**src/rtl/vidwr_pkg.sv**
```systemverilog
package vidwr_pkg;
    localparam int TGT_W  = 4;
    localparam int ADDR_W = 17;
    localparam int DATA_W = 16;

    localparam logic [TGT_W-1:0] TGT_VRAM  = 4'd1;
    localparam logic [TGT_W-1:0] TGT_CRAM  = 4'd3;
    localparam logic [TGT_W-1:0] TGT_VSRAM = 4'd5;

    typedef enum logic [0:0] {
        ST_WHOLE = 1'b0,
        ST_HIGH  = 1'b1
    } drain_st_t;

    typedef struct packed {
        logic [TGT_W-1:0]  tgt;
        logic [ADDR_W-1:0] addr;
        logic [DATA_W-1:0] data;
    } wr_req_t;
endpackage

```
**src/rtl/vidwr_slots.sv**
```systemverilog
module vidwr_slots
    import vidwr_pkg::*;
#(
    parameter int DEPTH   = 4,
    parameter int LATENCY = 2
) (
    input  logic              clk,
    input  logic              rst_n,
    input  logic              push_en,
    input  wr_req_t           push_req,
    input  logic              pop,
    output wr_req_t           head,
    output logic [DATA_W-1:0] next_data,
    output logic              head_valid,
    output logic              head_aged,
    output logic              full
);
    localparam int LAT_W = $clog2(LATENCY + 1);
    localparam int CNT_W = $clog2(DEPTH + 1);

    wr_req_t            req_q  [DEPTH];
    wr_req_t            sh_req [DEPTH];
    wr_req_t            req_d  [DEPTH];
    logic [DEPTH-1:0]   vld_q, sh_vld, vld_d;
    logic [LAT_W-1:0]   lat_q  [DEPTH];
    logic [LAT_W-1:0]   sh_lat [DEPTH];
    logic [LAT_W-1:0]   lat_d  [DEPTH];
    logic [CNT_W-1:0]   used, wr_idx;

    // shift network: on a pop every slot takes its upper neighbour
    for (genvar g = 0; g < DEPTH; g++) begin : g_shift
        if (g < DEPTH - 1) begin : g_mid
            assign sh_req[g] = pop ? req_q[g+1] : req_q[g];
            assign sh_vld[g] = pop ? vld_q[g+1] : vld_q[g];
            assign sh_lat[g] = pop ? lat_q[g+1] : lat_q[g];
        end else begin : g_top
            assign sh_req[g] = pop ? '0   : req_q[g];
            assign sh_vld[g] = pop ? 1'b0 : vld_q[g];
            assign sh_lat[g] = pop ? '0   : lat_q[g];
        end
    end

    always_comb begin
        used = '0;
        for (int i = 0; i < DEPTH; i++) used = used + CNT_W'(vld_q[i]);
    end

    assign wr_idx = used - CNT_W'(pop);

    always_comb begin
        for (int i = 0; i < DEPTH; i++) begin
            req_d[i] = sh_req[i];
            vld_d[i] = sh_vld[i];
            lat_d[i] = (sh_vld[i] && sh_lat[i] != '0) ? sh_lat[i] - LAT_W'(1) : sh_lat[i];
            if (push_en && wr_idx == CNT_W'(i)) begin
                req_d[i] = push_req;
                vld_d[i] = 1'b1;
                lat_d[i] = LAT_W'(LATENCY);
            end
        end
    end

    always_ff @(posedge clk) begin
        if (!rst_n) begin
            vld_q <= '0;
            for (int i = 0; i < DEPTH; i++) begin
                req_q[i] <= '0;
                lat_q[i] <= '0;
            end
        end else begin
            vld_q <= vld_d;
            for (int i = 0; i < DEPTH; i++) begin
                req_q[i] <= req_d[i];
                lat_q[i] <= lat_d[i];
            end
        end
    end

    assign head       = req_q[0];
    assign next_data  = req_q[1].data;
    assign head_valid = vld_q[0];
    assign head_aged  = (lat_q[0] == '0);
    assign full       = vld_q[DEPTH-1];

    AST_FULL_FROM_PUSH: assert property (@(posedge clk) disable iff (!rst_n)
        $rose(full) |-> $past(push_en));
endmodule

```
**src/rtl/vidwr_drain_fsm.sv**
```systemverilog
module vidwr_drain_fsm
    import vidwr_pkg::*;
(
    input  logic       clk,
    input  logic       rst_n,
    input  logic       head_valid,
    input  logic       head_aged,
    input  logic       hold,
    input  logic       byte_mode,
    input  wr_req_t    head,
    output logic       we,
    output logic [1:0] be,
    output logic       pop
);
    drain_st_t st_q, st_d;
    logic      go;

    always_ff @(posedge clk) begin
        if (!rst_n) st_q <= ST_WHOLE;
        else        st_q <= st_d;
    end

    assign go = head_valid && head_aged && !hold;

    always_comb begin
        st_d = st_q;
        we   = 1'b0;
        be   = 2'b00;
        pop  = 1'b0;
        unique case (st_q)
            ST_WHOLE: begin
                if (go) begin
                    we = 1'b1;
                    if (head.tgt == TGT_VRAM && byte_mode) begin
                        be   = 2'b01;
                        st_d = ST_HIGH;
                    end else begin
                        be  = 2'b11;
                        pop = 1'b1;
                    end
                end
            end
            ST_HIGH: begin
                if (go) begin
                    we   = 1'b1;
                    be   = 2'b10;
                    pop  = 1'b1;
                    st_d = ST_WHOLE;
                end
            end
            default: st_d = ST_WHOLE;
        endcase
    end

    AST_HIGH_HAS_HEAD: assert property (@(posedge clk) disable iff (!rst_n)
        (st_q == ST_HIGH) |-> head_valid);
endmodule

```
**src/rtl/vidwr_fill.sv**
```systemverilog
module vidwr_fill
    import vidwr_pkg::*;
(
    input  logic              clk,
    input  logic              rst_n,
    input  logic              pop,
    input  logic              fill_pending,
    input  logic [TGT_W-1:0]  head_tgt,
    input  logic [DATA_W-1:0] head_data,
    input  logic [DATA_W-1:0] next_data,
    output logic              fill_start,
    output logic [DATA_W-1:0] fill_data
);
    always_ff @(posedge clk) begin
        if (!rst_n) begin
            fill_start <= 1'b0;
            fill_data  <= '0;
        end else begin
            fill_start <= pop && fill_pending;
            if (pop && fill_pending)
                fill_data <= (head_tgt == TGT_VRAM) ? head_data : next_data;
        end
    end

    AST_FILL_NEEDS_PENDING: assert property (@(posedge clk) disable iff (!rst_n)
        fill_start |-> $past(fill_pending));
endmodule

```
**src/rtl/vidwr_queue.sv**
```systemverilog
module vidwr_queue
    import vidwr_pkg::*;
#(
    parameter int DEPTH   = 4,
    parameter int LATENCY = 2
) (
    input  logic              clk,
    input  logic              rst_n,
    input  logic              push_valid,
    input  logic [TGT_W-1:0]  push_tgt,
    input  logic [ADDR_W-1:0] push_addr,
    input  logic [DATA_W-1:0] push_data,
    output logic              full,
    output logic              empty,
    input  logic              vram_byte_mode,
    input  logic              dma_hold,
    input  logic              fill_pending,
    output logic              mem_we,
    output logic [1:0]        mem_be,
    output logic [TGT_W-1:0]  mem_tgt,
    output logic [ADDR_W-1:0] mem_addr,
    output logic [DATA_W-1:0] mem_data,
    output logic              fill_start,
    output logic [DATA_W-1:0] fill_data
);
    wr_req_t           push_req, head;
    logic [DATA_W-1:0] next_data;
    logic              push_en, pop, head_valid, head_aged;

    assign push_en  = push_valid && !full;
    assign push_req = '{tgt: push_tgt, addr: push_addr, data: push_data};

    vidwr_slots #(.DEPTH(DEPTH), .LATENCY(LATENCY)) u_slots (
        .clk(clk), .rst_n(rst_n), .push_en(push_en), .push_req(push_req),
        .pop(pop), .head(head), .next_data(next_data),
        .head_valid(head_valid), .head_aged(head_aged), .full(full)
    );

    vidwr_drain_fsm u_fsm (
        .clk(clk), .rst_n(rst_n), .head_valid(head_valid), .head_aged(head_aged),
        .hold(dma_hold), .byte_mode(vram_byte_mode), .head(head),
        .we(mem_we), .be(mem_be), .pop(pop)
    );

    vidwr_fill u_fill (
        .clk(clk), .rst_n(rst_n), .pop(pop), .fill_pending(fill_pending),
        .head_tgt(head.tgt), .head_data(head.data), .next_data(next_data),
        .fill_start(fill_start), .fill_data(fill_data)
    );

    assign empty    = !head_valid;
    assign mem_tgt  = head.tgt;
    assign mem_addr = head.addr;
    assign mem_data = head.data;

    AST_EMPTY_NO_WRITE: assert property (@(posedge clk) disable iff (!rst_n)
        empty |-> !mem_we);
    AST_LOWER_KEEPS_ENTRY: assert property (@(posedge clk) disable iff (!rst_n)
        (mem_we && mem_be == 2'b01) |=> !empty);
    AST_PUSH_AGES: assert property (@(posedge clk) disable iff (!rst_n)
        ($past(empty) && !empty) |-> !mem_we);
endmodule

```
**config.mk**
```make
export PLATFORM = sky130hd
export DESIGN_NAME = vidwr_queue
export DESIGN_NICKNAME = d
export VERILOG_FILES = /design/src/rtl/vidwr_pkg.sv /design/src/rtl/vidwr_slots.sv /design/src/rtl/vidwr_drain_fsm.sv /design/src/rtl/vidwr_fill.sv /design/src/rtl/vidwr_queue.sv
export SDC_FILE = /design/constraint.sdc
export NUM_CORES = 1
export LEC_CHECK = 0
export BUFFER_PORTS_ARGS = -buffer_cell sky130_fd_sc_hd__buf_2
export CORE_MARGIN = 3
export CORE_UTILIZATION = 35
export CTS_CLUSTER_SIZE = 40
export DETAILED_ROUTE_END_ITERATION = 7
export MAX_ROUTING_LAYER = met4
export SYNTH_ARGS = -nofsm -noshare
export SYNTH_HDL_FRONTEND = slang
export SYNTH_HIERARCHICAL = 1
export SYNTH_SLANG_ARGS = --single-unit
```
**constraint.sdc**
```tcl
create_clock -name clk -period 6.1 [get_ports clk]
set_input_delay 1.22 -clock clk [delete_from_list [all_inputs] [get_ports clk]]
set_output_delay 1.22 -clock clk [all_outputs]
set_load 0.1 [all_outputs]
```
==> flow_summary.ini, run 1 <==
[run_status]
status = finished, final reports clean

[clock_tree]
hold_buffers = 0
h-tree-depth = 4
cts_resized = 0
cts-root-buf = clkbuf_16
cts_num_sinks = 178
insertion_delay_ps = 430
cts_setup_buffers = 0
cts_buffers = 17
cts.clk_slew.worst_paths_ps = 70
clock_path_buffers = 2
cts_tree = built

[synth]
synth_top_area_cell = dfxtp_1
synth_common_cells = dfxtp_1, mux2i_1, o21ai_0, o211a_1, clkbuf_1
synth_edf_count = 0
synth_fa_ha_area_frac = 0.01332
synth-main-ff-cell = dfxtp_1
syn_nets = 934
synth_compound_area_frac = 0.2960
synthArstFlopShare = 0
yosys.area.top_type_share = 0.4124
synth_xor_area_frac = 0.004778
netlist_area_um2 = 8641
ys_seq_area_frac = 0.4124
yosys_warnings = 6
avgSynthCellArea_um2 = 9.786
synth-seq-cells = 178
syn_inst = 883
synth.area.top_cells = dfxtp_1, mux2i_1, o211a_1
synth.distinct_cells = 44
synth_top_family_by_area = compound AO/OA/AOI/OAI gates
muxShareOfSynthArea = 0.1390
synth-simple-area-share = 0.06574
yosys.cell_count.top_type = dfxtp_1

[die]
io-pin-count = 102
die_h_um = 163.1
die_x_um = 163.1
core-area_um2 = 23890
die_area_um2 = 26610
rows = 56
start_util = 0.3616

[critical_path]
critPathCaptureType = register
crit_path_start = dma_hold
critPathMaxFanout = 39
critPathTopFamily = adder cells
cpPeakStageDelay_ps = 720
crit_path_start_kind = input pin
cp.buffers_inverters = 3
arrival_ps = 5050
r2r-start = u_slots/req_q[0][34]
crit_type = in2reg
worstPathCellList = buf_2 -> nand3b_1 -> a31oi_4 -> ha_1 -> fa_1 -> inv_1 -> ha_1 -> inv_1 -> fa_1 -> xor2_4 -> nand2b_2 -> o211a_1
rrSetupSlack_ps = 1750
required_ps = 6410
cp_slowest_cell = nand2b_2

[finish]
diodes = 0
multi_input_area_um2 = 4532
seq_area_um2 = 3563
fill_cells = 2396
post-route-util = 0.4078
layout-drive-gt1-share = 0.1714
fin_area_um2 = 9744
syn2layout_area_growth_pct = 12.77
nets = 955

[timing]
finalHoldViolations = 0
finalCritPeriodShare = 0.7765
hold_slack_ps = 477.0
min_period_ps = 4736
maxSlewViolCount = 0
max_slew_margin = 0.2721
setup_viol = 0
rsz0062_at_grt = no
finalSetupTns_ps = 0
clock_skew_ps = 9.945
clock.fmax_mhz = 211.1
worst_pin_slew_ps = 1092

[pwr]
power.leakage_nw = 4.189
peakVddDrop_mv = 0.2839
powerDensity_nw_per_um2 = 503.5
finalPower_mw = 4.906

[global_route]
antenna_found_initial = 0
grt_pass1_wl_mm = 35.65
track_usage = 0.1692
grt-ovfl-total = 0
grt_max_degree = 96
grt_pass1_vias = 6555

[placement]
dp_hpwl_mm = 12.46
gp_congestion = 0.7015
placed_area_um2 = 9159
port_buffers = 101

[hold_path]
worstHoldPathType = reg2reg
min-delay-start = u_fsm/st_q

[detailed_routing]
num_vias = 6820
vias_per_cell = 5.522
drc = 0
dr.pass1.iters = 5
dr.first_iter.drc_count = 566
ant_nets = 0
routedWlPerCell_um = 17.66
drt-total-wl_mm = 21.81

[job]
drv_cap = 0
worst min-delay path: stages, from the launching register on:
cell	delay (ps)
dfxtp_1	320
nand2_1	60
a21boi_1	50
cells in the final DEF (no fill, tap or decap), types with 10 or more instances in the layout:
cell type	count
o211ai_1	38
dfxtp_1	178
o21ai_1	10
buf_2	100
inv_1	10
clkbuf_16	17
nand2_1	37
o21ai_0	120
mux2i_1	120
buf_4	11
a21boi_0	19
nand3_1	37
a21boi_1	24
o211a_1	111
a31oi_1	16
power breakdown:
part	switching, mW	internal, mW	total (mW)
Combinational	1.61	0.641	2.25
Clock	0.456	0.626	1.08
Sequential	0.155	1.42	1.57
final cells by class:
class | count | area share
multi-input combinational | 583 | 0.4651
sequential | 178 | 0.3657
timing repair buffer | 113 | 0.06394
clock buffer | 24 | 0.05252
tap | 319 | 0.04096
clock inverter | 7 | 0.007576
inverter | 11 | 0.004237
metal layers:
| metal | part of all wire | GRT usage | wire, µm | up-vias |
|---|---|---|---|---|
| met1 | 0.48 | 0.2292 | 10460 | 3326 |
| met3 | 0.040 | 0.02790 | 870 | 14 |
| met5 | 0 | - | 0 | - |
| met2 | 0.47 | 0.2632 | 10250 | 149 |
| li1 | - | - | - | 3331 |
| met4 | 0.011 | 0.04575 | 236 | 0 |
cell families (layout without fill, tap and decap cells):
family	count (synthesis)	in the layout
compound gates	348	348
xor+xnor	3	3
mux	120	120
simple gates	104	104
flops	178	178
buf+inv	122	155
fa+ha+maj	8	8
flip-flops by register name, indices dropped and copies added (netlist names):
| signal | cells |
|---|---|
| u_fill/fill_data | 16 |
| u_fill/fill_start | 1 |
| u_fsm/st_q | 1 |
| u_slots/lat_q | 8 |
| u_slots/req_q | 148 |
| u_slots/vld_q | 4 |
worst paths after layout:
check	to	cells past startpoint
worst min-delay path	u_fsm/st_q	2
worst max register to register	u_slots/req_q[0][14]	11
worst min register to register	u_fsm/st_q	2
worst max-delay path	u_slots/req_q[0][14]	12
metrics by stage:
step	std cells	worst slack [ps]
after floorplan	883	1774
after global placement	1204	934.4
after detailed placement	1204	850.5
after CTS	1235	1303
after global routing	1235	1082
final	1235	1364
(Power assumes the default switching activity.)
==> run 2: changes to the inputs <==
Settings changed: ABC_AREA from default to 1.
Clock period 6.1 ns to 4.1 ns, I/O delays scaled along.
==> run 2 against run 1 <==
- via count increased by 30%
- clock skew decreased by 1.3 ps
- hold slack better by 5.0 ps
- first-iteration DRC count grew 32%
- synthesized cell count grew 56%
- critical path depth rose by 6
- worst setup slack got worse by 610 ps
- largest cell class unchanged
==> flow_summary.ini, run 2 <==
[run_status]
status = finished, final reports clean

[detailed_routing]
dr.first_iter.drc_count = 747
dr.pass1.iters = 5
routedWlPerCell_um = 14.44
drc = 0
vias_per_cell = 5.092
drt-total-wl_mm = 25.05
ant_nets = 0
num_vias = 8834

[synth]
synth_top_area_cell = dfxtp_1
yosys.cell_count.top_type = nand2_1
synth-simple-area-share = 0.3637
syn_nets = 1432
synth-main-ff-cell = dfxtp_1
ys_seq_area_frac = 0.3881
netlist_area_um2 = 9183
muxShareOfSynthArea = 0
synthArstFlopShare = 0
synth_common_cells = nand2_1, nand3_1, dfxtp_1, a21oi_1, inv_1
synth_edf_count = 0
yosys_warnings = 6
synth_compound_area_frac = 0.1086
synth_xor_area_frac = 0.002861
synth_top_family_by_area = simple AND/OR/NAND/NOR gates
yosys.area.top_type_share = 0.3881
syn_inst = 1381
synth-seq-cells = 178
synth.distinct_cells = 25
avgSynthCellArea_um2 = 6.649
synth_fa_ha_area_frac = 0.01254
synth.area.top_cells = dfxtp_1, nand2_1, nand3_1

[placement]
placed_area_um2 = 9693
gp_congestion = 0.7805
port_buffers = 101
dp_hpwl_mm = 15.13
dp_cells = 1702

[clock_tree]
h-tree-depth = 4
hold_buffers = 0
cts_num_sinks = 178
cts_setup_buffers = 0
cts_tree = built
cts_resized = 0
cts-root-buf = clkbuf_16
cts.clk_slew.worst_paths_ps = 70
clock_path_buffers = 2
cts_buffers = 17
insertion_delay_ps = 440

[critical_path]
crit_path_start_kind = input pin
critPathMaxFanout = 20
critPathCaptureType = register
crit_path_start = vram_byte_mode
required_ps = 4410
crit_type = in2reg
arrival_ps = 3660
r2r-start = u_slots/req_q[0][36]

[global_route]
grt_pass1_wl_mm = 40.70
track_usage = 0.1772
antenna_found_initial = 1
grt_pass1_vias = 7734
grt-ovfl-total = 0
grt_max_degree = 134

[timing]
max_slew_margin = 0.4119
worst_pin_slew_ps = 882.1
maxSlewViolCount = 0
clock.fmax_mhz = 298.6
finalSetupTns_ps = 0
finalCritPeriodShare = 0.8168
clock_skew_ps = 8.608
setup_viol = 0
rsz0062_at_grt = no
finalHoldViolations = 0
min_period_ps = 3349

[finish]
layout-drive-gt1-share = 0.1318
post-route-util = 0.4034
final_cells = 1735
top_register = u_slots/req_q
fin_area_um2 = 10270
nets = 1442
largest_reg_flops = 148
multi_input_area_um2 = 4513
seq_area_um2 = 3563
fill_cells = 2731
layout_common_cells = nand2_1, nand3_1, dfxtp_1, a21oi_1, buf_2
syn2layout_area_growth_pct = 11.90
reg.largest.list = u_slots/req_q: 148 flops, u_fill/fill_data: 16 flops, u_slots/lat_q: 8 flops
final_common_cell = nand2_1

[die]
die_h_um = 168.0
rows = 58
die_x_um = 168.0
start_util = 0.3605
core-area_um2 = 25470
die_area_um2 = 28220
io-pin-count = 102

[hold_path]
worstHoldPathType = reg2reg
min-delay-start = u_slots/req_q[3][12]

[job]
drv_cap = 0
==> run 2: cell count changes after synthesis, moves of 82 or more <==
cell     previous run  this run
o211a_1           111         0
nand2_1            37       383
inv_1              10        92
nand3_1            38       283
o21ai_0           120        21
a21oi_1             0       170
mux2i_1           120         0
==> run 2: kinds of logic after synthesis <==
family | Yosys count
XOR/XNOR | 3
buffers and inverters | 236
AND/OR/NAND/NOR | 760
adder cells (fa/ha/maj) | 8
AO/OA/AOI/OAI | 196
flip-flops | 178
==> run 2: worst paths after layout <==
kind	end	slack (ps)	depth (start not counted)
min reg2reg	u_slots/req_q[3][12]	480	2
max	u_slots/req_q[0][34]	750	18
max reg2reg	u_slots/req_q[0][34]	800	16
min	u_slots/req_q[3][12]	480	2
==> run 2: layer usage <==
metal | global-route usage | vias up | routed length, µm
li1 | - | 4530 | -
met1 | 0.2541 | 4040 | 12270
met2 | 0.2571 | 242 | 11020
met3 | 0.02583 | 22 | 1304
met4 | 0.05621 | 0 | 446
met5 | - | - | 0
==> run 2: layout make-up <==
type / count / area share
Multi-Input combinational cell: 967 / 0.4392
Sequential cell: 178 / 0.3468
Clock inverter: 14 / 0.01364
Tap cell: 330 / 0.04018
Clock buffer: 18 / 0.04274
Inverter: 98 / 0.03653
Antenna cell: 1 / 0.0002435
Timing Repair Buffer: 129 / 0.08061
==> run 2: stage by stage <==
step / hold slack [ps] / worst slack (ps)
after CTS: 484.1 / 753.9
after floorplan: 457.6 / 206.8
after detailed placement: 472.3 / 306.7
after global routing: 497.0 / 510.2
after global placement: 467.3 / 304.2
final: 481.9 / 751.1
==> run 2: critical path: stages <==
cell     delay (ps)
buf_2            70
inv_1            30
nor2_1           80
nand3_1         110
nand2_1         120
inv_4            50
ha_1            290
fa_1            430
inv_1            70
ha_2            150
inv_1            40
fa_1            510
nand2_1         140
nor2_4          150
buf_4           270
nand3_1         120
nand2_1         130
a21oi_1          80
Power of run 2 is left out: the tool's default activity adds up to more than one toggle a clock period on the data nets, which glitch-free logic cannot reach.
